`src/rtl/lpbk_pkg.sv`:
```
package lpbk_pkg;
  typedef enum logic {
    MODE_PASS = 1'b0,
    MODE_LOOP = 1'b1
  } lpbk_mode_e;
endpackage

```
`src/rtl/lpbk_pkt_track.sv`:
```
module lpbk_pkt_track (
  input  logic clk,
  input  logic rst,
  input  logic xfer,
  input  logic sop,
  input  logic eop,
  output logic in_pkt
);
  always_ff @(posedge clk) begin
    if (rst) begin
      in_pkt <= 1'b0;
    end else if (xfer) begin
      if (eop)      in_pkt <= 1'b0;
      else if (sop) in_pkt <= 1'b1;
    end
  end
endmodule

```
`src/rtl/lpbk_mode_ctl.sv`:
```
module lpbk_mode_ctl
  import lpbk_pkg::*;
(
  input  logic       clk,
  input  logic       rst,
  input  logic       loop_req,
  input  logic       rx_inpkt,
  input  logic       tx_inpkt,
  input  logic       busy,
  output lpbk_mode_e mode
);
  lpbk_mode_e want;
  logic       at_boundary;

  assign want        = loop_req ? MODE_LOOP : MODE_PASS;
  assign at_boundary = !rx_inpkt && !tx_inpkt && !busy;

  always_ff @(posedge clk) begin
    if (rst)              mode <= MODE_PASS;
    else if (at_boundary) mode <= want;
  end


  rx_split_chk: assert property (@(posedge clk) disable iff (rst)
    rx_inpkt |=> (mode == $past(mode)));


  tx_split_chk: assert property (@(posedge clk) disable iff (rst)
    tx_inpkt |=> (mode == $past(mode)));
endmodule

```
`src/rtl/lpbk_engine.sv`:
```
module lpbk_engine #(
  parameter int BEAT_W = 143
) (
  input  logic              clk,
  input  logic              rst,
  input  logic              active,
  input  logic              allow_start,
  input  logic              rx_inpkt,
  input  logic              rx_avail,
  input  logic              rx_valid,
  input  logic [BEAT_W-1:0] rx_beat,
  input  logic              tx_space,
  output logic              rd,
  output logic              tx_wr,
  output logic [BEAT_W-1:0] tx_beat,
  output logic              busy
);
  logic hold_vld;
  logic drain;
  logic issue;

  assign drain = active && hold_vld && tx_space;
  assign issue = active && (allow_start || rx_inpkt) && rx_avail && tx_space
                 && !rd && !rx_valid && (!hold_vld || drain);

  always_ff @(posedge clk) begin
    if (rst) begin
      rd       <= 1'b0;
      hold_vld <= 1'b0;
      tx_beat  <= '0;
    end else begin
      rd <= issue;
      if (active && rx_valid) begin
        hold_vld <= 1'b1;
        tx_beat  <= rx_beat;
      end else if (drain) begin
        hold_vld <= 1'b0;
      end
    end
  end

  assign tx_wr = drain;
  assign busy  = hold_vld || rd;


  rd_pulse_chk: assert property (@(posedge clk) disable iff (rst)
    rd |=> !rd);


  rd_cause_chk: assert property (@(posedge clk) disable iff (rst)
    rd |-> $past(rx_avail && tx_space && active));


  hold_ovf_chk: assert property (@(posedge clk) disable iff (rst)
    (active && rx_valid) |-> (!hold_vld || tx_space));
endmodule

```
`src/rtl/lpbk_loopback_ctl.sv`:
```
module lpbk_loopback_ctl
  import lpbk_pkg::*;
#(
  parameter int DATA_W  = 128,
  parameter int EMPTY_W = 4,
  parameter int CH_W    = 8
) (
  input  logic               clk,
  input  logic               rst,
  input  logic               loop_req,
  input  logic               near_rx_avail,
  output logic               near_rx_rd,
  input  logic               near_rx_valid,
  input  logic               near_rx_sop,
  input  logic               near_rx_eop,
  input  logic               near_rx_err,
  input  logic [EMPTY_W-1:0] near_rx_empty,
  input  logic [CH_W-1:0]    near_rx_ch,
  input  logic [DATA_W-1:0]  near_rx_data,
  input  logic               near_tx_space,
  output logic               near_tx_wr,
  output logic               near_tx_sop,
  output logic               near_tx_eop,
  output logic               near_tx_err,
  output logic [EMPTY_W-1:0] near_tx_empty,
  output logic [CH_W-1:0]    near_tx_ch,
  output logic [DATA_W-1:0]  near_tx_data,
  output logic               far_rx_avail,
  input  logic               far_rx_rd,
  output logic               far_rx_valid,
  output logic               far_rx_sop,
  output logic               far_rx_eop,
  output logic               far_rx_err,
  output logic [EMPTY_W-1:0] far_rx_empty,
  output logic [CH_W-1:0]    far_rx_ch,
  output logic [DATA_W-1:0]  far_rx_data,
  output logic               far_tx_space,
  input  logic               far_tx_wr,
  input  logic               far_tx_sop,
  input  logic               far_tx_eop,
  input  logic               far_tx_err,
  input  logic [EMPTY_W-1:0] far_tx_empty,
  input  logic [CH_W-1:0]    far_tx_ch,
  input  logic [DATA_W-1:0]  far_tx_data
);
  localparam int BEAT_W = DATA_W + EMPTY_W + CH_W + 3;

  lpbk_mode_e        mode;
  logic              loop_on;
  logic              rx_inpkt, tx_inpkt;
  logic              eng_rd, eng_wr, eng_busy;
  logic [BEAT_W-1:0] rx_beat, far_in_beat, hold_beat;
  logic [BEAT_W-1:0] tx_beat, far_out_beat;

  assign loop_on     = (mode == MODE_LOOP);
  assign rx_beat     = {near_rx_sop, near_rx_eop, near_rx_err,
                        near_rx_empty, near_rx_ch, near_rx_data};
  assign far_in_beat = {far_tx_sop, far_tx_eop, far_tx_err,
                        far_tx_empty, far_tx_ch, far_tx_data};

  lpbk_engine #(.BEAT_W(BEAT_W)) u_engine (
    .clk         (clk),
    .rst         (rst),
    .active      (loop_on),
    .allow_start (loop_req),
    .rx_inpkt    (rx_inpkt),
    .rx_avail    (near_rx_avail),
    .rx_valid    (near_rx_valid),
    .rx_beat     (rx_beat),
    .tx_space    (near_tx_space),
    .rd          (eng_rd),
    .tx_wr       (eng_wr),
    .tx_beat     (hold_beat),
    .busy        (eng_busy)
  );

  lpbk_pkt_track u_rx_track (
    .clk    (clk),
    .rst    (rst),
    .xfer   (near_rx_valid),
    .sop    (near_rx_sop),
    .eop    (near_rx_eop),
    .in_pkt (rx_inpkt)
  );

  lpbk_pkt_track u_tx_track (
    .clk    (clk),
    .rst    (rst),
    .xfer   (near_tx_wr),
    .sop    (near_tx_sop),
    .eop    (near_tx_eop),
    .in_pkt (tx_inpkt)
  );

  lpbk_mode_ctl u_mode (
    .clk      (clk),
    .rst      (rst),
    .loop_req (loop_req),
    .rx_inpkt (rx_inpkt),
    .tx_inpkt (tx_inpkt),
    .busy     (eng_busy || near_rx_rd || near_rx_valid),
    .mode     (mode)
  );

  always_comb begin
    if (loop_on) begin
      near_rx_rd   = eng_rd;
      near_tx_wr   = eng_wr;
      tx_beat      = hold_beat;
      far_rx_avail = 1'b0;
      far_rx_valid = 1'b0;
      far_out_beat = '0;
      far_tx_space = 1'b0;
    end else begin
      near_rx_rd   = far_rx_rd;
      near_tx_wr   = far_tx_wr;
      tx_beat      = far_in_beat;
      far_rx_avail = near_rx_avail;
      far_rx_valid = near_rx_valid;
      far_out_beat = rx_beat;
      far_tx_space = near_tx_space;
    end
  end

  assign {near_tx_sop, near_tx_eop, near_tx_err,
          near_tx_empty, near_tx_ch, near_tx_data} = tx_beat;
  assign {far_rx_sop, far_rx_eop, far_rx_err,
          far_rx_empty, far_rx_ch, far_rx_data} = far_out_beat;


  far_quiet_chk: assert property (@(posedge clk) disable iff (rst)
    (loop_on && !far_tx_wr && !far_rx_rd) |-> !far_rx_valid && !far_tx_space);


  wr_space_chk: assert property (@(posedge clk) disable iff (rst)
    (loop_on && near_tx_wr) |-> near_tx_space);
endmodule

```
`config.mk`:
```
export PLATFORM = sky130hd
export DESIGN_NAME = lpbk_loopback_ctl
export DESIGN_NICKNAME = d
export VERILOG_FILES = /design/src/rtl/lpbk_pkg.sv /design/src/rtl/lpbk_pkt_track.sv /design/src/rtl/lpbk_mode_ctl.sv /design/src/rtl/lpbk_engine.sv /design/src/rtl/lpbk_loopback_ctl.sv
export SDC_FILE = /design/constraint.sdc
export NUM_CORES = 1
export LEC_CHECK = 0
export BUFFER_PORTS_ARGS = -buffer_cell sky130_fd_sc_hd__buf_2
export CELL_PAD_IN_SITES_DETAIL_PLACEMENT = 0
export CELL_PAD_IN_SITES_GLOBAL_PLACEMENT = 1
export CORE_AREA = 5 5 228 230
export CTS_CLUSTER_SIZE = 14
export DETAILED_ROUTE_END_ITERATION = 10
export DIE_AREA = 0 0 233 235
export HOLD_SLACK_MARGIN = 0.15
export PLACE_DENSITY_LB_ADDON = 0.2
export REMOVE_ABC_BUFFERS = 1
export SLEW_MARGIN = 20
export SYNTH_ARGS = -nofsm -noshare
export SYNTH_HDL_FRONTEND = slang
export SYNTH_SLANG_ARGS = --single-unit
```
`constraint.sdc`:
```
create_clock -name clk -period 2.4 [get_ports clk]
set_input_delay 0.12 -clock clk [delete_from_list [all_inputs] [get_ports clk]]
set_output_delay 0.12 -clock clk [all_outputs]
set_load 0.01 [all_outputs]
```
==> results of run 1 <==
## worst max-delay path by stage
| stage | start | to | slack (ps) | cells after the start |
|---|---|---|---|---|
| 4_1_cts | u_mode.mode$_SDFFE_PP0P_ | near_tx_data[62] | 200 | 4 |
| 3_5_place_dp | u_mode.mode$_SDFFE_PP0P_ | near_tx_data[62] | 700 | 4 |
| 3_3_place_gp | u_mode.mode$_SDFFE_PP0P_ | near_tx_data[62] | 730 | 4 |
| 2_1_floorplan | u_mode.mode$_SDFFE_PP0P_ | u_engine.tx_beat[0]$_SDFFE_PP0P_ | -7720 | 3 |
| 5_1_grt | u_rx_track.in_pkt$_SDFFE_PP0P_ | u_mode.mode$_SDFFE_PP0P_ | 100 | 5 |
| 6_report | u_mode.mode$_SDFFE_PP0P_ | near_tx_data[3] | 240 | 4 |
## through the flow
step                area [µm²]  setup TNS, ps  instances  power, µW
global placement         11500              0       2164       4340
global route             13800              0       2374       7310
detailed placement       11500              0       2164       4330
finish                   13800              0       2374       6910
CTS                      13800              0       2374       7080
floorplan                 7410       -2360840        888       3490
## timing repair
item / in CTS / in global routing
setup endpoints to repair: 0 / 0
endpoints found under the hold margin: 148 / 0
hold buffers: 178 / 0
## cells in the mapped netlist
library cell  number  area [µm²]
nand2_1          287        1080
dfxtp_1          148        2960
nor2b_1          147         920
a21oi_1          146         731
mux2_2           144        1620
clkbuf_1          36         135
buf_2             22         110
buf_4             14         105
buf_6              7        78.8
nor2_1             5        18.8
a211oi_1           2        15.0
nor4_1             2        12.5
a221o_1            1        10.0
a221oi_1           1        8.76
and2_1             1        6.26
and3_1             1        6.26
and4b_1            1        10.0
buf_1              1        3.75
nand2_2            1        6.26
or2_2              1        6.26
## cells by family after synthesis
group                  Yosys count  synth area share (%)
buffers and inverters           80                  5.52
and+or+nand+nor                446                  26.3
AOI/OAI and AO/OA              150                  9.74
DFF                            148                  37.8
muxes                          144                  20.7
## layout make-up
| class | instances | area, µm² |
|---|---|---|
| Multi-Input combinational cell | 740 | 4460 |
| Clock buffer | 27 | 493 |
| Timing Repair Buffer | 782 | 4980 |
| Clock inverter | 5 | 25.0 |
| Sequential cell | 148 | 2970 |
| Tap cell | 672 | 841 |
| Fill cell | 5526 | 35900 |
## sequential cells by signal (all words and copies together), names as in the netlist
signal	count
u_engine.hold_vld	1
u_mode.mode	1
u_rx_track.in_pkt	1
u_engine.rd	1
u_engine.tx_beat	143
u_tx_track.in_pkt	1
## report_power, final
part	internal, µW	leakage [µW]	switching (µW)	total (µW)
Clock	1390	0.000259	1040	2440
Combinational	980	0.00462	910	1890
Sequential	2530	0.00120	52.1	2580
## per-layer routing
| layer | wire, µm | vias up | global-route usage, % |
|---|---|---|---|
| met2 | 19400 | 314 | 23.9 |
| met1 | 14500 | 4219 | 14.2 |
| met4 | 375 | 0 | 2.76 |
| met3 | 2350 | 18 | 3.30 |
| met5 | 0 | - | 0 |
| li1 | - | 4618 | - |
## critical path, delay by kind of cell, from the launching register on
family | cells | cell delay, ps
flip-flops | 1 | 490
buffers and inverters | 3 | 660
multiplexers | 1 | 370
==> metrics.md, run 1 <==
| Metric | Value |
|---|---|
| Worst Min Path Start | near_rx_valid |
| Final wirelength | 36,600 µm |
| CTS Buffer Depth | 2 |
| CTS resizes | 0 |
| First DRT Iteration DRCs | 276 |
| CP most frequent cell | buf_12 |
| Seq/Total Area, Yosys | 37.8% |
| Reg2reg start | u_rx_track.in_pkt$_SDFFE_PP0P_ |
| RSZ-0062 raised after global routing | no |
| Crit-path max FO | 54 |
| Crit Path Category | reg2out |
| ANT nets after route | 0 |
| Syn_area_per_cell | 8.10 µm² |
| Worst Clk Skew | 4.59 ps |
| Final HPWL DP | 27,500 µm |
| Crit path launch type | register |
| ANT cells | 0 |
| Commonest non-fill, non-tap cell in the layout | buf_2 |
| Setup crit end kind | primary output |
| Gpl congestion | 0.767 |
| Slew Limit Fails | 0 |
| Rows | 82 |
| GRT Residual Overflow | 0 |
| Period utilization | 89.9% |
| Area Growth Syn to Fin | 75.5% |
| Final hold slack | 262 ps |
| First-pass GRT wire length | 54,500 µm |
| Residual DRC count | 0 |
| Pwr Density | 502 nW/µm² |
| Root Driver | clkbuf_16 |
| CTS tree | done |
| Core footprint | 49,700 µm² |
| Ports | 585 |
| Max rail drop VDD | 381 µV |
| Drt pass-1 iters | 4 |
| Final setup viols | 0 |
| Die X | 233 µm |
| Clock Sinks | 148 |
| Clk slew on worst S/H paths | 60 ps |
| Initial antenna violation count | 1 |
| Clock latency on the worst-skew pair | 440 ps |
| Data arrival, critical path | 2040 ps |
| Synth Register Bits | 148 |
| H-tree levels | 4 |
| Largest net degree at the start of global routing | 106 |
| Synth warnings | 0 |
| DR WL/cell | 15.4 µm |
| Num CTS Buffers | 17 |
| Synth Instances | 968 |
| Max_slew headroom | 60.9% |
| R2R setup slack | 260 ps |
| Critical Path RT | 2280 ps |
| CP max stage delay | 490 ps |
| Worst R2R End | u_mode.mode$_SDFFE_PP0P_ |
| Slowest cell on crit path | dfxtp_4 |
| Via density | 3.86 |
| GRT Overall Usage | 12.7% |
| Unique masters post-synth | 20 |
| Fraction of layout cells with a size suffix above 1 | 45.7% |
| IO Port Bufs | 584 |
| Vias in the first global route | 9,442 |
| Worst hold path endpoint | u_engine.tx_beat[142]$_SDFFE_PP0P_ |
| DIE AREA | 54,800 µm² |
| Worst Hold Class | in2reg |
| Min cycle time layout | 2160 ps |
| Via count | 9,169 |
| R2r worst-path depth | 5 |
| Final WS setup | 243 ps |
| Layout Utilization | 27.7% |
| Critical-path cell list | buf_12 -> buf_12 -> mux2_2 -> buf_2 |
| Worst-Margin Slew | 586 ps |
| WHS Path Cells | 4 |
| Initial Utilization | 15.8% |
| Status | finished, final reports clean |
| Endpoints failing hold | 0 |
| Most frequent cells in the layout | buf_2 (583), nand2_1 (287), dlygate4sd3_1 (178) |
| Peak Freq | 0.464 GHz |
| Post-CTS setup buffer count | 0 |
| Mapped cell area | 7850 µm² |
| Final nets | 1,983 |
| Die Y-Extent | 235 µm |
| Max-Cap Viols | 0 |
| Static leakage | 0.00607 µW |
| Dpl ws | 704 ps |
Note: power is estimated with default switching activity, not from simulation.
==> run 2, diff against run 1 <==
--- a/config.mk
+++ b/config.mk
@@ -5,13 +5,15 @@
 export SDC_FILE = /design/constraint.sdc
 export NUM_CORES = 1
 export LEC_CHECK = 0
+export ABC_AREA = 1
 export BUFFER_PORTS_ARGS = -buffer_cell sky130_fd_sc_hd__buf_2
+export CAP_MARGIN = 30
 export CELL_PAD_IN_SITES_DETAIL_PLACEMENT = 0
 export CELL_PAD_IN_SITES_GLOBAL_PLACEMENT = 1
-export CORE_AREA = 5 5 228 230
+export CORE_AREA = 5 5 221 223
 export CTS_CLUSTER_SIZE = 14
 export DETAILED_ROUTE_END_ITERATION = 10
-export DIE_AREA = 0 0 233 235
+export DIE_AREA = 0 0 226 228
 export HOLD_SLACK_MARGIN = 0.15
 export PLACE_DENSITY_LB_ADDON = 0.2
 export REMOVE_ABC_BUFFERS = 1
==> metrics.md, run 2 <==
| Metric | Value |
|---|---|
| Peak Freq | 0.449 GHz (was 0.464 GHz) |
| Switching Fraction | 31.1% (was 29.0%) |
| Final WS setup | 175 ps (was 243 ps) |
| Crit Path Category | reg2reg (was reg2out) |
| Synth top cells by count | nand2_1 (439), nor2_1 (153), dfxtp_1 (148), inv_1 (148), a21oi_1 (146) (was nand2_1 (287), dfxtp_1 (148), nor2b_1 (147), a21oi_1 (146), mux2_2 (144)) |
| Fraction of layout cells with a size suffix above 1 | 32.7% (was 45.7%) |
| Slew Limit Fails | 0 (unchanged) |
| Critical Path RT | 2770 ps (was 2280 ps) |
| Max reg flops | 143 (unchanged) |
| Largest reg by FF count | u_engine.tx_beat (unchanged) |
| Most frequent cells in the layout | buf_2 (584), nand2_1 (439), nor2_1 (153) (was buf_2 (583), nand2_1 (287), dlygate4sd3_1 (178)) |
| H-tree levels | 4 (unchanged) |
| Initial antenna violation count | 3 (was 1) |
| Clock power frac | 38.9% (was 35.3%) |
| Largest net degree at the start of global routing | 141 (was 106) |
| Max_slew headroom | 54.6% (was 60.9%) |
| Via count | 10,200 (was 9,169) |
| Min cycle time layout | 2230 ps (was 2160 ps) |
| Seq/Total Area, Yosys | 38.2% (was 37.8%) |
| Post-DP Area | 11,200 µm² (was 11,500 µm²) |
| Clock latency on the worst-skew pair | 430 ps (was 440 ps) |
| ANT nets after route | 0 (unchanged) |
| Data arrival, critical path | 2600 ps (was 2040 ps) |
| Synth top area share | 38.2% (was 37.8%) |
| Drt pass-1 iters | 5 (was 4) |
| Die Y-Extent | 228 µm (was 235 µm) |
| Pwr Density | 598 nW/µm² (was 502 nW/µm²) |
| Residual DRC count | 0 (unchanged) |
| Clk slew on worst S/H paths | 60 ps (about the same) |
| Post-synth top area cell | dfxtp_1 (unchanged) |
| Vias in the first global route | 10,400 (was 9,442) |
| Most common cell in the netlist | nand2_1 (unchanged) |
| CTS tree | done (unchanged) |
| Final Cell Area | 13,400 µm² (was 13,800 µm²) |
| Reg power frac | 33.5% (was 37.3%) |
| Crit path launch type | register (unchanged) |
| Cell internal pwr | 5540 µW (was 4900 µW) |
| Crit-path max FO | 31 (was 54) |
| Dpl ws | 687 ps (was 704 ps) |
| Endpoints failing hold | 0 (unchanged) |
| Ports | 585 (unchanged) |
| Worst Hold Class | in2reg (unchanged) |
| Mapped cell area | 7770 µm² (was 7850 µm²) |
| GRT Overall Usage | 14.6% (was 12.7%) |
| WHS Path Cells | 6 (was 4) |
| Syn_area_per_cell | 6.07 µm² (was 8.10 µm²) |
| Synth Register Bits | 148 (unchanged) |
| Combinational group share of total power | 27.6% (was 27.4%) |
| Synth Instances | 1,280 (was 968) |
| R2r worst-path depth | 7 (was 5) |
| GRT Residual Overflow | 0 (unchanged) |
| IO Port Bufs | 584 (unchanged) |
| Post-synth EDFFs | 0 (unchanged) |
| CTS Buffer Depth | 2 (unchanged) |
| Unique masters post-synth | 19 (was 20) |
| Area Growth Syn to Fin | 73.0% (was 75.5%) |
| Synth warnings | 0 (unchanged) |
| Final wirelength | 39,800 µm (was 36,600 µm) |
| Clock Sinks | 148 (unchanged) |
| Setup crit end kind | register (was primary output) |
| First-pass GRT wire length | 59,300 µm (was 54,500 µm) |
| Top_reg_cell synth | dfxtp_1 (unchanged) |
| Root Driver | clkbuf_16 (unchanged) |
| DR WL/cell | 15.4 µm (about the same) |
| Final HPWL DP | 30,200 µm (was 27,500 µm) |
| Static leakage | 0.00751 µW (was 0.00607 µW) |
| Max-Cap Viols | 0 (unchanged) |
| Status | finished, final reports clean (unchanged) |
| Synth top area cells | dfxtp_1 (38%), nand2_1 (21%), a21oi_1 (9.4%), nor2_1 (7.4%), inv_1 (7.2%) (was dfxtp_1 (38%), mux2_2 (21%), nand2_1 (14%), nor2b_1 (12%), a21oi_1 (9.3%)) |
| Max rail drop VDD | 382 µV (was 381 µV) |
| Final setup viols | 0 (unchanged) |
| Rows | 79 (was 82) |
| Commonest non-fill, non-tap cell in the layout | buf_2 (unchanged) |
| Initial Utilization | 16.8% (was 15.8%) |
| DIE AREA | 51,500 µm² (was 54,800 µm²) |
| Period utilization | 92.7% (was 89.9%) |
| Num CTS Buffers | 17 (unchanged) |
| First DRT Iteration DRCs | 445 (was 276) |
| Final nets | 2,259 (was 1,983) |
| Via density | 3.96 (was 3.86) |
| Worst Clk Skew | 9.15 ps (was 4.59 ps) |
| Core footprint | 46,400 µm² (was 49,700 µm²) |
| Sw Pwr | 2490 µW (was 2010 µW) |
| Die X | 226 µm (was 233 µm) |
| Asr flop ratio synth | 0% (unchanged) |
| Worst-Margin Slew | 681 ps (was 586 ps) |
| Gpl congestion | 0.821 (was 0.767) |
-- run 2: changes by cell type after synthesis, moves of 12 or more --
cell and delta:
buf_2 +31, buf_4 -12, clkbuf_1 -13, inv_1 +148
mux2_2 -144, nand2_1 +152, nor2_1 +148, nor2b_1 -147
o21ai_0 +76, o21ai_1 +65
-- run 2: power by group through the flow --
stage	combinational, µW	clock, µW	sequential [µW]
final	2210	3120	2690
after global routing	2450	3320	2710
after CTS	2240	3230	2700
after detailed placement	2040	0	2750
after global placement	2040	0	2750
after floorplan	927	0	2810
-- run 2: timing repair --
item                                    CTS  global route
gates resized for setup                   0             1
endpoints found under the setup margin    0             1
buffers inserted                          0             3
hold endpoints to repair                148             0
hold buffers                            152             0
-- run 2: final timing paths --
kind                                                         from                           endpoint  slack (ps)
worst max register to register           u_mode.mode$_SDFFE_PP0P_     u_tx_track.in_pkt$_SDFFE_PP0P_         170
worst min register to register  u_engine.tx_beat[28]$_SDFFE_PP0P_  u_engine.tx_beat[28]$_SDFFE_PP0P_         520
worst max-delay path                     u_mode.mode$_SDFFE_PP0P_     u_tx_track.in_pkt$_SDFFE_PP0P_         170
worst min-delay path                                near_rx_valid           u_mode.mode$_SDFFE_PP0P_         200
-- run 2: worst max-delay path, stage by stage, from the launching register on --
cell and delay, ps:
dfxtp_4 380, inv_4 280, nand2_1 120, nand2_1 120, a21oi_1 70, dlygate4sd3_1 560
nor2_1 80, dlygate4sd3_1 540
-- run 2: per-stage QoR --
step	TNS (ps)	util, %	cells	total power, µW	hold WS [ps]
2_1_floorplan	-2369420	-	1185	3730	189
3_3_place_gp	0	24.2	2398	4790	349
3_5_place_dp	0	24.2	2398	4780	352
4_1_cts	0	28.9	2582	8160	155
5_1_grt	-4.19	29.0	2586	8480	213
6_report	0	29.0	2586	8030	204
-- run 2: final cells by class --
type	count	area [µm²]
Fill cell	5271	32900
Timing Repair Buffer	761	4740
Multi-Input combinational cell	887	3720
Sequential cell	148	2970
Tap cell	607	759
Inverter	150	576
Clock buffer	19	443
Clock inverter	13	229
Antenna cell	1	2.50
-- run 2: cell families after synthesis --
family | Yosys count | share of synthesized area [%]
simple gates | 597 | 29.0
buf+inv | 245 | 14.0
compound gates | 290 | 18.9
flops | 148 | 38.2
-- run 2: metal layers --
metal	wire length (µm)	track usage, %	vias up
met5	27	0	-
li1	-	-	5305
met1	16100	16.8	4544
met3	2760	3.69	27
met4	583	3.92	4
met2	20300	26.7	355
==> run 3, diff against run 2 <==
--- a/config.mk
+++ b/config.mk
@@ -10,14 +10,16 @@
 export CAP_MARGIN = 30
 export CELL_PAD_IN_SITES_DETAIL_PLACEMENT = 0
 export CELL_PAD_IN_SITES_GLOBAL_PLACEMENT = 1
-export CORE_AREA = 5 5 221 223
+export CORE_AREA = 5 5 224 226
+export CTS_BUF_LIST = sky130_fd_sc_hd__clkbuf_8
 export CTS_CLUSTER_SIZE = 14
 export DETAILED_ROUTE_END_ITERATION = 10
-export DIE_AREA = 0 0 226 228
+export DIE_AREA = 0 0 229 231
 export HOLD_SLACK_MARGIN = 0.15
 export PLACE_DENSITY_LB_ADDON = 0.2
 export REMOVE_ABC_BUFFERS = 1
 export SLEW_MARGIN = 20
 export SYNTH_ARGS = -nofsm -noshare
 export SYNTH_HDL_FRONTEND = slang
+export SYNTH_HIERARCHICAL = 1
 export SYNTH_SLANG_ARGS = --single-unit
==> metrics.md, run 3 <==
| Metric | Value |
|---|---|
| Crit Path Category | reg2reg (unchanged) |
| Final nets | 2,409 (was 2,259) |
| Unique masters post-synth | 18 (was 19) |
| Area share of and/or/nand/nor cells after synthesis | 40.5% (was 29.0%) |
| Sw Pwr | 2390 µW (was 2490 µW) |
| Slowest cell on crit path | dfxtp_4 (was dlygate4sd3_1) |
| Critical-path cell list | nand2_4 -> inv_4 -> buf_12 -> nor2_1 -> nor2_1 -> dlygate4sd3_1 (was inv_4 -> nand2_1 -> nand2_1 -> a21oi_1 -> dlygate4sd3_1 -> nor2_1 -> dlygate4sd3_1) |
| Initial Utilization | 17.1% (was 16.8%) |
| CP max stage delay | 570 ps (was 560 ps) |
| Crit-path max FO | 57 (was 31) |
| Max-Cap Viols | 0 (unchanged) |
| Via density | 3.92 (was 3.96) |
| Die X | 229 µm (was 226 µm) |
| DR WL/cell | 14.5 µm (was 15.4 µm) |
| GRT Overall Usage | 14.3% (was 14.6%) |
| Largest net degree at the start of global routing | 144 (was 141) |
| Post-synth top area cell | dfxtp_1 (unchanged) |
| Final wirelength | 39,900 µm (was 39,800 µm) |
| CTS tree | done (unchanged) |
| CP startpoint | u_mode/mode$_SDFFE_PP0P_ (was u_mode.mode$_SDFFE_PP0P_) |
| R2r worst-path depth | 6 (was 7) |
| Die Y-Extent | 231 µm (was 228 µm) |
| Commonest non-fill, non-tap cell in the layout | buf_2 (unchanged) |
| Core footprint | 48,100 µm² (was 46,400 µm²) |
| Worst Min Path Start | near_rx_valid (unchanged) |
| RSZ-0062 raised after global routing | no |
| Residual DRC count | 0 (unchanged) |
| Fill count | 5,541 (was 5,271) |
| R2R setup slack | 250 ps (was 170 ps) |
| Mux share of post-synthesis cell area | 0% (unchanged) |
| Data arrival, critical path | 2560 ps (was 2600 ps) |
| Crit path launch type | register (unchanged) |
| Gpl congestion | 0.773 (was 0.821) |
| Largest reg by FF count | u_engine/tx_beat (was u_engine.tx_beat) |
| Multi-input logic area | 4090 µm² (was 3720 µm²) |
| Syn_area_per_cell | 5.76 µm² (was 6.07 µm²) |
| Setup crit end kind | register (unchanged) |
| Synth warnings | 6 (was 0) |
| Mapped cell area | 8260 µm² (was 7770 µm²) |
| Synth top cells by count | nand2_1 (442), nor2_1 (440), inv_1 (153), dfxtp_1 (148), o21ai_0 (143) (was nand2_1 (439), nor2_1 (153), dfxtp_1 (148), inv_1 (148), a21oi_1 (146)) |
| Area Growth Syn to Fin | 63.0% (was 73.0%) |
| CTS Buffer Depth | 2 (unchanged) |
| Static leakage | 0.00746 µW (was 0.00751 µW) |
| Final HPWL DP | 29,900 µm (was 30,200 µm) |
| Via count | 10,800 (was 10,200) |
| Status | finished, final reports clean (unchanged) |
| H-tree levels | 4 (unchanged) |
| Synth top area share | 35.9% (was 38.2%) |
| Post-synth EDFFs | 0 (unchanged) |
| Endpoints failing hold | 0 (unchanged) |
| Worst Hold Class | in2reg (unchanged) |
| Max reg flops | 143 (unchanged) |
| Post-synthesis xor/xnor area fraction | 0% (unchanged) |
| Worst-Margin Slew | 640 ps (was 681 ps) |
| Synth Register Bits | 148 (unchanged) |
| ANT nets after route | 0 (unchanged) |
| Post-CTS setup buffer count | 0 (unchanged) |
| DIE AREA | 52,900 µm² (was 51,500 µm²) |
| Most frequent cells in the layout | buf_2 (584), nand2_1 (442), nor2_1 (440) (was buf_2 (584), nand2_1 (439), nor2_1 (153)) |
| Final Cell Area | 13,500 µm² (was 13,400 µm²) |
| Synth top area cells | dfxtp_1 (36%), nand2_1 (20%), nor2_1 (20%), o21ai_0 (8.7%), inv_1 (7.0%) (was dfxtp_1 (38%), nand2_1 (21%), a21oi_1 (9.4%), nor2_1 (7.4%), inv_1 (7.2%)) |
| Cell internal pwr | 4360 µW (was 5540 µW) |
| Combinational group share of total power | 33.6% (was 27.6%) |
| Clock latency on the worst-skew pair | 460 ps (was 430 ps) |
| WHS Path Cells | 6 (unchanged) |
| Compound-gate portion of the synthesized area | 9.00% (was 18.9%) |
| Main combinational cell family by area after synthesis | simple AND/OR/NAND/NOR gates (unchanged) |
| Rows | 81 (was 79) |
| IO Port Bufs | 584 (unchanged) |
| First-pass GRT wire length | 60,700 µm (was 59,300 µm) |
| Storage cell area | 2970 µm² (unchanged) |
| Reg power frac | 40.1% (was 33.5%) |
| Seq/Total Area, Yosys | 35.9% (was 38.2%) |
| Vias in the first global route | 10,900 (was 10,400) |
| Total power | 6750 µW (was 8030 µW) |
| Switching Fraction | 35.4% (was 31.1%) |
| Reg2reg start | u_mode/mode$_SDFFE_PP0P_ (was u_mode.mode$_SDFFE_PP0P_) |
| Ports | 585 (unchanged) |
| Top_reg_cell synth | dfxtp_1 (unchanged) |
| First DRT Iteration DRCs | 568 (was 445) |
| GRT Residual Overflow | 0 (unchanged) |
| Pwr Density | 501 nW/µm² (was 598 nW/µm²) |
| Initial antenna violation count | 3 (unchanged) |
| Peak Freq | 0.465 GHz (was 0.449 GHz) |
| Max_slew headroom | 57.3% (was 54.6%) |
| Worst hold path endpoint | u_mode/mode$_SDFFE_PP0P_ (was u_mode.mode$_SDFFE_PP0P_) |
| Max rail drop VDD | 233 µV (was 382 µV) |
| Drt pass-1 iters | 5 (unchanged) |
| Period utilization | 89.6% (was 92.7%) |
| Synth Instances | 1,433 (was 1,280) |
| Clock power frac | 26.4% (was 38.9%) |
| Critical Path RT | 2810 ps (was 2770 ps) |
| CP most frequent cell | nor2_1 |
| Final setup viols | 0 (unchanged) |
| Clk slew on worst S/H paths | 90 ps (was 60 ps) |
| Adder-cell share of the synthesized area | 0% (unchanged) |
| Post-DP Area | 11,500 µm² (was 11,200 µm²) |
| Most common cell in the netlist | nand2_1 (unchanged) |
| Fraction of layout cells with a size suffix above 1 | 29.7% (was 32.7%) |
| Min cycle time layout | 2150 ps (was 2230 ps) |
| Asr flop ratio synth | 0% (unchanged) |
| Num CTS Buffers | 17 (unchanged) |
| Worst R2R End | u_engine/hold_vld$_SDFFE_PP0P_ (was u_tx_track.in_pkt$_SDFFE_PP0P_) |
| Clock Sinks | 148 (unchanged) |
| Worst Clk Skew | 12.8 ps (was 9.15 ps) |
| Root Driver | clkbuf_8 (was clkbuf_16) |
| Slew Limit Fails | 0 (unchanged) |
==> run 3: cell types whose count changed in the layout (fill, tap and decap cells not counted), sizes merged, moves of 2 or more <==
cell / change
a211oi: -3
a21oi: -142
buf: -10
bufinv: -6
dlygate4sd3: +5
inv: +10
nand2: +3
nor2: +288
o21ai: +2
==> run 3: area by class of cell <==
type,instances,share of cell area [%]
flip-flops and latches,148,22.0
well taps,622,5.78
diodes,2,0.0372
inverters,156,4.41
multi-input cells,1036,30.4
clock inverters,12,0.493
repair buffers,756,34.8
clock buffers,20,2.05
==> run 3: what timing repair did <==
action	4_1_cts	5_1_grt
hold buffers	157	0
hold endpoints to repair	148	0
resized for setup	0	0
endpoints found under the setup margin	0	0
==> run 3: power by group through the flow <==
stage / sequential [µW] / clock [µW] / combinational, µW
after floorplan: 2810 / 0 / 999
after CTS: 2710 / 1920 / 2310
after global placement: 2760 / 0 / 2100
after detailed placement: 2770 / 0 / 2100
after global routing: 2730 / 2000 / 2530
final: 2700 / 1780 / 2260
==> run 3: kinds of logic after synthesis <==
logic type / after synthesis
AND/OR/NAND/NOR: 888
flip-flops: 148
buffers and inverters: 249
AO/OA/AOI/OAI: 148
==> run 3: worst max path at each step <==
stage                                      to  slack, ps  cells past startpoint
6_report       u_engine/hold_vld$_SDFFE_PP0P_        250                      6
5_1_grt                           near_tx_eop         20                      5
4_1_cts                           near_tx_eop        110                      5
3_5_place_dp                      near_tx_eop        680                      5
3_3_place_gp                      near_tx_eop        680                      5
2_1_floorplan  u_engine/hold_vld$_SDFFE_PP0P_      -7100                      4
==> run 3: metal layers <==
metal / global-route usage (%) / wire, µm / part of all wire [%] / vias to the layer above
met5: 0 / 0 / 0 / -
met4: 4.21 / 666 / 1.7 / 0
met3: 3.58 / 2400 / 6.0 / 33
met2: 25.4 / 19600 / 49 / 351
met1: 17.1 / 17300 / 43 / 4801
li1: - / - / - / 5599
==> run 3: metrics by stage <==
stage	hold slack, ps	instances	TNS, ps	util [%]	setup slack, ps
after detailed placement	386	2561	0	24.0	682
after global routing	234	2752	0	28.0	17.9
after CTS	152	2750	0	27.9	106
final	244	2752	0	28.0	250
after global placement	375	2561	0	24.0	682
after floorplan	192	1340	-2246250	-	-7100
==> run 3: worst max-delay path, delay by kind of cell, from the launching register on <==
| kind | cells | cell delay (ps) |
|---|---|---|
| and+or+nand+nor | 3 | 290 |
| buffers and inverters | 3 | 1240 |
| DFF | 1 | 570 |
